===== src/rtl/gfade_pkg.sv =====
package gfade_pkg;
  localparam int FIELD_W = 10;
  localparam int WORD_W  = 32;

  // Word layout from bit 0 upward: incr, cycles, scale, stepNum, reserved.
  typedef struct packed {
    logic               rsvd;
    logic [FIELD_W-1:0] stepNum;
    logic [FIELD_W-1:0] scale;
    logic [FIELD_W-1:0] cycles;
    logic               incr;
  } gfade_entry_t;

  // Strobes that the control sends to the duty datapath.
  typedef struct packed {
    logic               loadInit;
    logic               stepEn;
    logic               stepUp;
    logic [FIELD_W-1:0] stepSize;
  } gfade_strobe_t;
endpackage


===== src/rtl/gfade_param_ram.sv =====
module gfade_param_ram
  import gfade_pkg::*;
#(
  parameter int ENTRIES = 16,
  localparam int AW = $clog2(ENTRIES)
) (
  input  logic          clk,
  input  logic          rstN,
  input  logic          wrEn,
  input  logic [AW-1:0] wrAddr,
  input  logic [WORD_W-1:0] wrData,
  input  logic [AW-1:0] rdAddr,
  output gfade_entry_t  rdEntry
);
  logic [WORD_W-1:0] mem [ENTRIES];

  always_ff @(posedge clk or negedge rstN) begin
    if (!rstN) begin
      for (int i = 0; i < ENTRIES; i++) mem[i] <= '0;
    end else if (wrEn) begin
      mem[wrAddr] <= wrData;
    end
  end

  assign rdEntry = gfade_entry_t'(mem[rdAddr]);
endmodule


===== src/rtl/gfade_ctrl.sv =====
module gfade_ctrl
  import gfade_pkg::*;
#(
  parameter int ENTRIES = 16,
  localparam int AW    = $clog2(ENTRIES),
  localparam int CNT_W = $clog2(ENTRIES + 1)
) (
  input  logic             clk,
  input  logic             rstN,
  input  logic [CNT_W-1:0] entryCount,
  input  logic             startSet,
  input  logic             pauseStb,
  input  logic             resumeStb,
  input  logic             periodTick,
  input  gfade_entry_t     entry,
  output logic [AW-1:0]    entryIdx,
  output gfade_strobe_t    strb,
  output logic             busy,
  output logic             done,
  output logic             paused
);
  logic [CNT_W-1:0]   idxQ;
  logic [FIELD_W-1:0] stepCntQ;
  logic [FIELD_W-1:0] tickCntQ;
  logic               busyQ, doneQ, pausedQ;

  logic [CNT_W-1:0]   effCount;
  logic [FIELD_W:0]   cycLimit;
  logic               active, lastEntry, zeroSteps, tickHit, stepFires;

  always_comb begin
    effCount  = (entryCount > CNT_W'(ENTRIES)) ? CNT_W'(ENTRIES) : entryCount;
    lastEntry = idxQ >= effCount;
    zeroSteps = entry.stepNum == '0;
    cycLimit  = (entry.cycles == '0) ? (FIELD_W+1)'(1) : {1'b0, entry.cycles};
    active    = busyQ && !pauseStb && (!pausedQ || resumeStb);
    tickHit   = periodTick && (({1'b0, tickCntQ} + 1'b1) >= cycLimit);
    stepFires = active && !lastEntry && !zeroSteps && tickHit && !startSet;

    strb          = '0;
    strb.loadInit = startSet;
    strb.stepEn   = stepFires;
    strb.stepUp   = entry.incr;
    strb.stepSize = entry.scale;
  end

  always_ff @(posedge clk or negedge rstN) begin
    if (!rstN) begin
      idxQ     <= '0;
      stepCntQ <= '0;
      tickCntQ <= '0;
      busyQ    <= 1'b0;
      doneQ    <= 1'b0;
      pausedQ  <= 1'b0;
    end else if (startSet) begin
      idxQ     <= '0;
      stepCntQ <= '0;
      tickCntQ <= '0;
      busyQ    <= 1'b1;
      doneQ    <= 1'b0;
      pausedQ  <= 1'b0;
    end else begin
      doneQ <= 1'b0;
      if (busyQ) begin
        if (pauseStb)       pausedQ <= 1'b1;
        else if (resumeStb) pausedQ <= 1'b0;
      end
      if (active) begin
        if (lastEntry) begin
          busyQ   <= 1'b0;
          doneQ   <= 1'b1;
          pausedQ <= 1'b0;
        end else if (zeroSteps) begin
          idxQ     <= idxQ + 1'b1;
          stepCntQ <= '0;
          tickCntQ <= '0;
        end else if (periodTick) begin
          if (tickHit) begin
            tickCntQ <= '0;
            if (stepCntQ + 1'b1 == entry.stepNum) begin
              stepCntQ <= '0;
              idxQ     <= idxQ + 1'b1;
            end else begin
              stepCntQ <= stepCntQ + 1'b1;
            end
          end else begin
            tickCntQ <= tickCntQ + 1'b1;
          end
        end
      end
    end
  end

  assign entryIdx = idxQ[AW-1:0];
  assign busy     = busyQ;
  assign done     = doneQ;
  assign paused   = pausedQ;
endmodule


===== src/rtl/gfade_datapath.sv =====
module gfade_datapath
  import gfade_pkg::*;
#(
  parameter int DUTY_W = 20
) (
  input  logic              clk,
  input  logic              rstN,
  input  gfade_strobe_t     strb,
  input  logic [DUTY_W-1:0] dutyInit,
  output logic [DUTY_W-1:0] duty
);
  localparam logic [DUTY_W:0] DUTY_MAX = {1'b0, {DUTY_W{1'b1}}};

  logic [DUTY_W-1:0] dutyQ, dutyNext;
  logic [DUTY_W:0]   sumUp;
  logic [DUTY_W-1:0] sizeExt;

  always_comb begin
    sizeExt = DUTY_W'(strb.stepSize);
    sumUp   = {1'b0, dutyQ} + {1'b0, sizeExt};
    if (strb.stepUp)
      dutyNext = (sumUp > DUTY_MAX) ? DUTY_MAX[DUTY_W-1:0] : sumUp[DUTY_W-1:0];
    else
      dutyNext = (dutyQ < sizeExt) ? '0 : dutyQ - sizeExt;
  end

  always_ff @(posedge clk or negedge rstN) begin
    if (!rstN)              dutyQ <= '0;
    else if (strb.loadInit) dutyQ <= dutyInit;
    else if (strb.stepEn)   dutyQ <= dutyNext;
  end

  assign duty = dutyQ;
endmodule


===== src/rtl/gamma_fade_engine.sv =====
module gamma_fade_engine
  import gfade_pkg::*;
#(
  parameter int ENTRIES = 16,
  parameter int DUTY_W  = 20,
  localparam int AW    = $clog2(ENTRIES),
  localparam int CNT_W = $clog2(ENTRIES + 1)
) (
  input  logic              clk,
  input  logic              rstN,
  input  logic              ramWrEn,
  input  logic [AW-1:0]     ramWrAddr,
  input  logic [31:0]       ramWrData,
  input  logic [CNT_W-1:0]  entryCount,
  input  logic [DUTY_W-1:0] dutyInit,
  input  logic              startSet,
  input  logic              pauseStb,
  input  logic              resumeStb,
  input  logic              periodTick,
  output logic [DUTY_W-1:0] dutyOut,
  output logic              fadeBusy,
  output logic              fadeDone
);
  gfade_entry_t  curEntry;
  gfade_strobe_t strb;
  logic [AW-1:0] rdIdx;
  logic          pausedQ;
  logic          stepEnW, stepUpW;

  gfade_param_ram #(.ENTRIES(ENTRIES)) ram_i (
    .clk(clk), .rstN(rstN), .wrEn(ramWrEn), .wrAddr(ramWrAddr),
    .wrData(ramWrData), .rdAddr(rdIdx), .rdEntry(curEntry)
  );

  gfade_ctrl #(.ENTRIES(ENTRIES)) ctrl_i (
    .clk(clk), .rstN(rstN), .entryCount(entryCount), .startSet(startSet),
    .pauseStb(pauseStb), .resumeStb(resumeStb), .periodTick(periodTick),
    .entry(curEntry), .entryIdx(rdIdx), .strb(strb), .busy(fadeBusy),
    .done(fadeDone), .paused(pausedQ)
  );

  gfade_datapath #(.DUTY_W(DUTY_W)) dp_i (
    .clk(clk), .rstN(rstN), .strb(strb), .dutyInit(dutyInit), .duty(dutyOut)
  );

  assign stepEnW = strb.stepEn;
  assign stepUpW = strb.stepUp;
endmodule


===== config.mk =====
export PLATFORM = sky130hd
export DESIGN_NAME = gamma_fade_engine
export DESIGN_NICKNAME = d
export VERILOG_FILES = /design/src/rtl/gfade_pkg.sv /design/src/rtl/gfade_param_ram.sv /design/src/rtl/gfade_ctrl.sv /design/src/rtl/gfade_datapath.sv /design/src/rtl/gamma_fade_engine.sv
export SDC_FILE = /design/constraint.sdc
export NUM_CORES = 1
export LEC_CHECK = 0
export CAP_MARGIN = 20
export CORE_ASPECT_RATIO = 1.75
export CORE_MARGIN = 2
export CORE_UTILIZATION = 45
export CTS_CLUSTER_DIAMETER = 200
export DETAILED_ROUTE_END_ITERATION = 7
export GPL_TIMING_DRIVEN = 0
export SYNTH_ARGS = -nofsm -noshare
export SYNTH_HDL_FRONTEND = slang
export SYNTH_SLANG_ARGS = --single-unit

===== constraint.sdc =====
create_clock -name clk -period 5.57 [get_ports clk]
set_input_delay 0.557 -clock clk [delete_from_list [all_inputs] [get_ports clk]]
set_output_delay 0.557 -clock clk [all_outputs]
set_load 0.005 [all_outputs]

# Word level (Yosys, flattened, before mapping)
# Cells that the tools add are included.
# classes
add_sub_neg	6
n_eq_ne	2
n_reduce_logical	26
n_bitwise	2
magnitude_cmp	8
n_mux	45
# op_table
cell	count
512-bit bitwise mux	1
10-bit 2-to-1 mux	14
32-bit binary-select mux with 4-bit select	1
32-bit demux with 4-bit select	1
20-bit 2-to-1 mux	5
31-bit 2-to-1 mux	2
5-bit 2-to-1 mux	8
32-bit 2-to-1 mux	1
20-bit by 10-bit adder with 21-bit output	1
21-bit by 20-bit greater-than comparator with 1-bit output (second input constant)	1
10-bit by 1-bit adder with 10-bit output (second input constant)	2
10-bit logical NOT	2
20-bit by 10-bit less-than comparator with 1-bit output	1
20-bit by 10-bit subtractor with 20-bit output	1
1-bit 2-to-1 mux	12
10-bit by 1-bit adder with 11-bit output (second input constant)	1
11-bit >= comparator	1
10-bit == test	1
5-bit >= comparator (second input constant)	2
4-bit NOT with 5-bit output	2
3-bit nonzero test	3
1-bit logical AND	8
2-bit nonzero test	3
5-bit by 1-bit adder with 5-bit output (second input constant)	1
other kinds (10)	14
# word_totals
inputBits	68
wordCells	112
regBits	560
output_inout_bits	22

# Logic depth before layout (Yosys ltp)
# depth
ltp_word	14
mapped_depth	21
ltp_nobuf	14

# Cells and area by module
# From an unflattened synthesis, not the netlist that was laid out.
# unflattened
cells_unflattened	2000
area_unflattened_um2	27770.4
# modules_own_cells
mod	instances	cells_each	seq_area_each_um2	area_per_inst_um2
gfade_param_ram	1	1404	12812.3	22774.3
gfade_datapath	1	304	500.5	2516.2
gfade_ctrl	1	292	700.7	2479.9

# Worst setup path before layout
# Ideal clock, no wire load.
# synth_path
kind	register to register
start	reg ctrl_i.idxQ[1]
end	reg dp_i.dutyQ[13], in the netlist dp_i.duty[13]
setup_ns	0.095
t_arrival_ns	5.047
path_buffers	8
period_less_slack_ns	5.142
required_ns	5.475
path_stages_with_launch	22
slack_ns	0.428
cell_sequence	dfrtp_1 buf_2 buf_2 buf_2 buf_1 buf_1 buf_1 mux4_2 mux4_2 ha_1 inv_1 fa_1 a21oi_1 o21ai_0 a2111oi_0 o31a_1 a21o_1 buf_2 buf_6 o41ai_2 a31oi_1 o31ai_1
# synth_via
elab_chain_len	11
word_cells_on_any_way	26
classes_between	2 x add/sub; 4 x order compare; 9 x mux; 1 x bitwise; 10 x reduce/logical
# synth_lines
item	line_no	text
from (decl)	gfade_ctrl.sv:22	logic [CNT_W-1:0] idxQ;
from (signal assigned)	gfade_ctrl.sv:74	idxQ <= idxQ + 1'b1;
from (signal assigned)	gfade_ctrl.sv:82	idxQ <= idxQ + 1'b1;
parallel branches: the longest is 11 deep, another holds 20-bit by 10-bit adder with 21-bit output	n/a	
to (signal assigned)	gfade_datapath.sv:29	else if (strb.loadInit) dutyQ <= dutyInit;
to (signal assigned)	gfade_datapath.sv:30	else if (strb.stepEn) dutyQ <= dutyNext;
to (decl)	gfade_datapath.sv:14	logic [DUTY_W-1:0] dutyQ, dutyNext;
# Parallel ways; which one is timed is not known. The select of a mux whose other input is x is not followed.
# A chain may end at the register's enable or synchronous reset.

# Worst setup path in the final report
# layout_path
start	reg ctrl_i.idxQ[1]
end	reg dp_i.dutyQ[14], in the netlist dp_i.duty[14]
# Same word-level chain as after synthesis.

==> flow_summary.toml <==
[floorplanning]
fp-row-count = 118
fp.dieW_um = 189
core_sq_um = 59200
die_area_sq_um = 61900
pin_count = 90
dieHeight_um = 328
start_util_pct = 45.5

[power]
ir_worst_vdd_mv = 0.291
powerDensity_nw_per_um2 = 501
leakagePower_uw = 0.0130
p_total_uw = 15500

[sta]
worst_slew_margin_rel_pct = 23.0
clock_skew_ns = 0.0174
fin_crit_ns = 5.42
fmax_ghz = 0.184
min_period_over_period_pct = 97.3
max_slew.worst_pin.slew_ns = 1.16
hold_viol = 0
setup_viol = 0
final_max_slew_viol_count = 0
hold_ws_ns = 0.501

[yosys]
netlist_instances = 1921
ys_types = 74
yosysSeqAreaShare_pct = 50.5
synth_fp_nets = 2029
synth_top_area_share_pct = 50.5
synthFlopType = "dfrtp_1"
avgSynthCellArea_sq_um = 14.0
async_flop_share_pct = 100
synth-seq-cells = 544
synth_edf_count = 0
synth_common_cells = "dfrtp_1 (544), mux2_2 (505), mux4_2 (142)"
yosys.cell_count.top_type = "dfrtp_1"
synth_area_leaders = "dfrtp_1 (51%), mux2_2 (21%), mux4_2 (12%), ha_1 (1.8%), clkbuf_1 (1.3%)"
syn_area_sq_um = 26900
ys_warn_count = 0
synth.largest_area_cell = "dfrtp_1"

[routing]
vias = 16920
ant_nets = 0
dr.pass1.iters = 6
route.detailed.drc = 0
wl_per_cell_um = 25.5
drt-vias-per-instance = 5.86
drtIter0Drc = 868
routed_wl_um = 73500

[placement]
port_buffers = 87
dp_hpwl_um = 51000
gp_congestion = 0.883
dpl.cell_count = 2795

[cts]
cts.clk_slew.worst_paths_ns = 0.06
clockBufferDepth = 3
root_buffer = "clkbuf_16"
cts_inserted_buffers = 51
cts.sinks = 544
clk_latency_ns = 0.60
cts.htree.levels = 2
cts_tree = "yes"

[global_route]
gr-total-overflow = 0
grt_pass1_vias = 18402
antenna_found_initial = 1
grt_pass1_wl_um = 112000
grt_max_degree = 122
grt_usage_pct = 24.0

[critical_path]
r2r_end = "dp_i.duty[14]"
cpLargestDelayFamily = "buffers and inverters"
critPathKind = "flop to flop"
slowest_delay_ns = 0.54
start_kind = "flop"
crit_required_ns = 6.05
worstPathArrival_ns = 5.91
reg2reg_from = "ctrl_i.idxQ[1]"
crit_chain = "buf_2 > buf_4 > buf_6 > buf_2 > clkbuf_4 > mux4_2 > mux4_2 > inv_1 > ha_1 > a21oi_1 > o21ai_2 > a2111oi_4 > o31a_1 > buf_4 > nand2_1 > nor2_1 > o221a_2 > o21ai_0 > a22o_1"
cp-startpoint = "ctrl_i.idxQ[1]"
crit_buf_inv = 7
endpoint_kind = "flop"
slowest_stage = "mux4_2"
rr_worst_depth = 19
r2r_slack_ns = 0.15
crit_fanout = 19

[cells_and_area]
areaGrowthSynthToFinish_pct = 14.9
drive_above_1_share_pct = 39.3
nets = 2178
instances_no_fill = 2885
final_util_pct = 52.3
nFillCells = 5032

[min_path]
min_to = "ram_i.mem[441]"
hold_depth = 1
hold_start = "ram_i.mem[441]"
hold_path_class = "flop to flop"

[flow_run]
maxCapViolCount = 0

[status]
outcome = "completed"
where the power goes:
group          total (uW)  internal, uW  leakage (uW)  switching, uW
clock                3650          2080      0.000824           1560
sequential           5480          4880       0.00670            594
combinational        6370          3220       0.00547           3160
registers in the layout, indices dropped and copies added, names as in the netlist:
signal / count
ctrl_i.stepCntQ: 10
ctrl_i.paused: 1
ctrl_i.done: 1
ram_i.mem: 496
dp_i.duty: 20
ctrl_i.idxQ: 5
ctrl_i.busy: 1
ctrl_i.tickCntQ: 10
per-stage QoR:
step	setup WS [ns]	TNS [ns]	instance area [sq um]
after floorplan	0.428	0	26900
after global placement	-19.26	-	28800
after detailed placement	-1.99	-51.32	29000
after CTS	0.0104	0	30800
after global routing	-0.0102	-0.0102	31000
final	0.149	0	31000
cell usage in the layout, fill, tap and decap left out, types with 12 or more instances in the layout:
master,instances
nand2_1,59
o21ai_0,40
mux2_2,505
buf_1,18
mux2i_1,20
buf_2,12
dfrtp_1,544
nand2b_1,21
nand3_1,24
nor2_1,51
clkbuf_1,85
ha_1,38
and3_1,14
nor3_1,18
clkdlybuf4s50_1,86
clkbuf_16,53
inv_1,44
xor2_1,12
a21oi_1,29
xnor2_1,22
mux4_2,142
layout make-up:
class	instances	area [sq um]	area share, %
Antenna cell	1	2.50	0.00808
Timing Repair Buffer	99	1080	3.50
Clock buffer	68	1430	4.63
Tap cell	780	976	3.15
Inverter	46	173	0.558
Buffer	141	742	2.40
Sequential cell	544	13600	44.0
Multi-Input combinational cell	1187	12700	40.9
Clock inverter	19	273	0.881
what timing repair did:
action | in CTS | in global routing
gates resized for setup | 67 | 33
hold endpoints to repair | 75 | 0
hold buffers | 1 | 0
buffers inserted | 2 | 2
pin swaps | 1 | 3
endpoints found under the setup margin | 45 | 30
logic make-up after synthesis:
kind of cell	Yosys count	synth area share, %
buf+inv	190	2.94
mux	667	33.7
compound gates	202	5.24
xor+xnor	34	1.11
fa+ha+maj	40	1.91
simple gates	244	4.57
flops	544	50.5
layer usage:
layer	wire length [um]	vias to the layer above	GRT usage, %
met2	40500	325	45.1
met5	13	-	0
li1	-	7424	-
met1	28100	9037	28.2
met4	2810	2	9.00
met3	2140	132	2.46
worst max-delay path by stage:
| stage | slack, ns | depth (start not counted) | to |
|---|---|---|---|
| finish | 0.15 | 19 | dp_i.duty[14] |
| global route | -0.01 | 17 | dp_i.duty[15] |
| CTS | 0.01 | 19 | dp_i.duty[5] |
| detailed placement | -1.99 | 18 | dp_i.duty[2] |
| global placement | -19.26 | 1 | ram_i.mem[16] |
| floorplan | 0.43 | 21 | dp_i.duty[13] |
(Power assumes the default switching activity.)
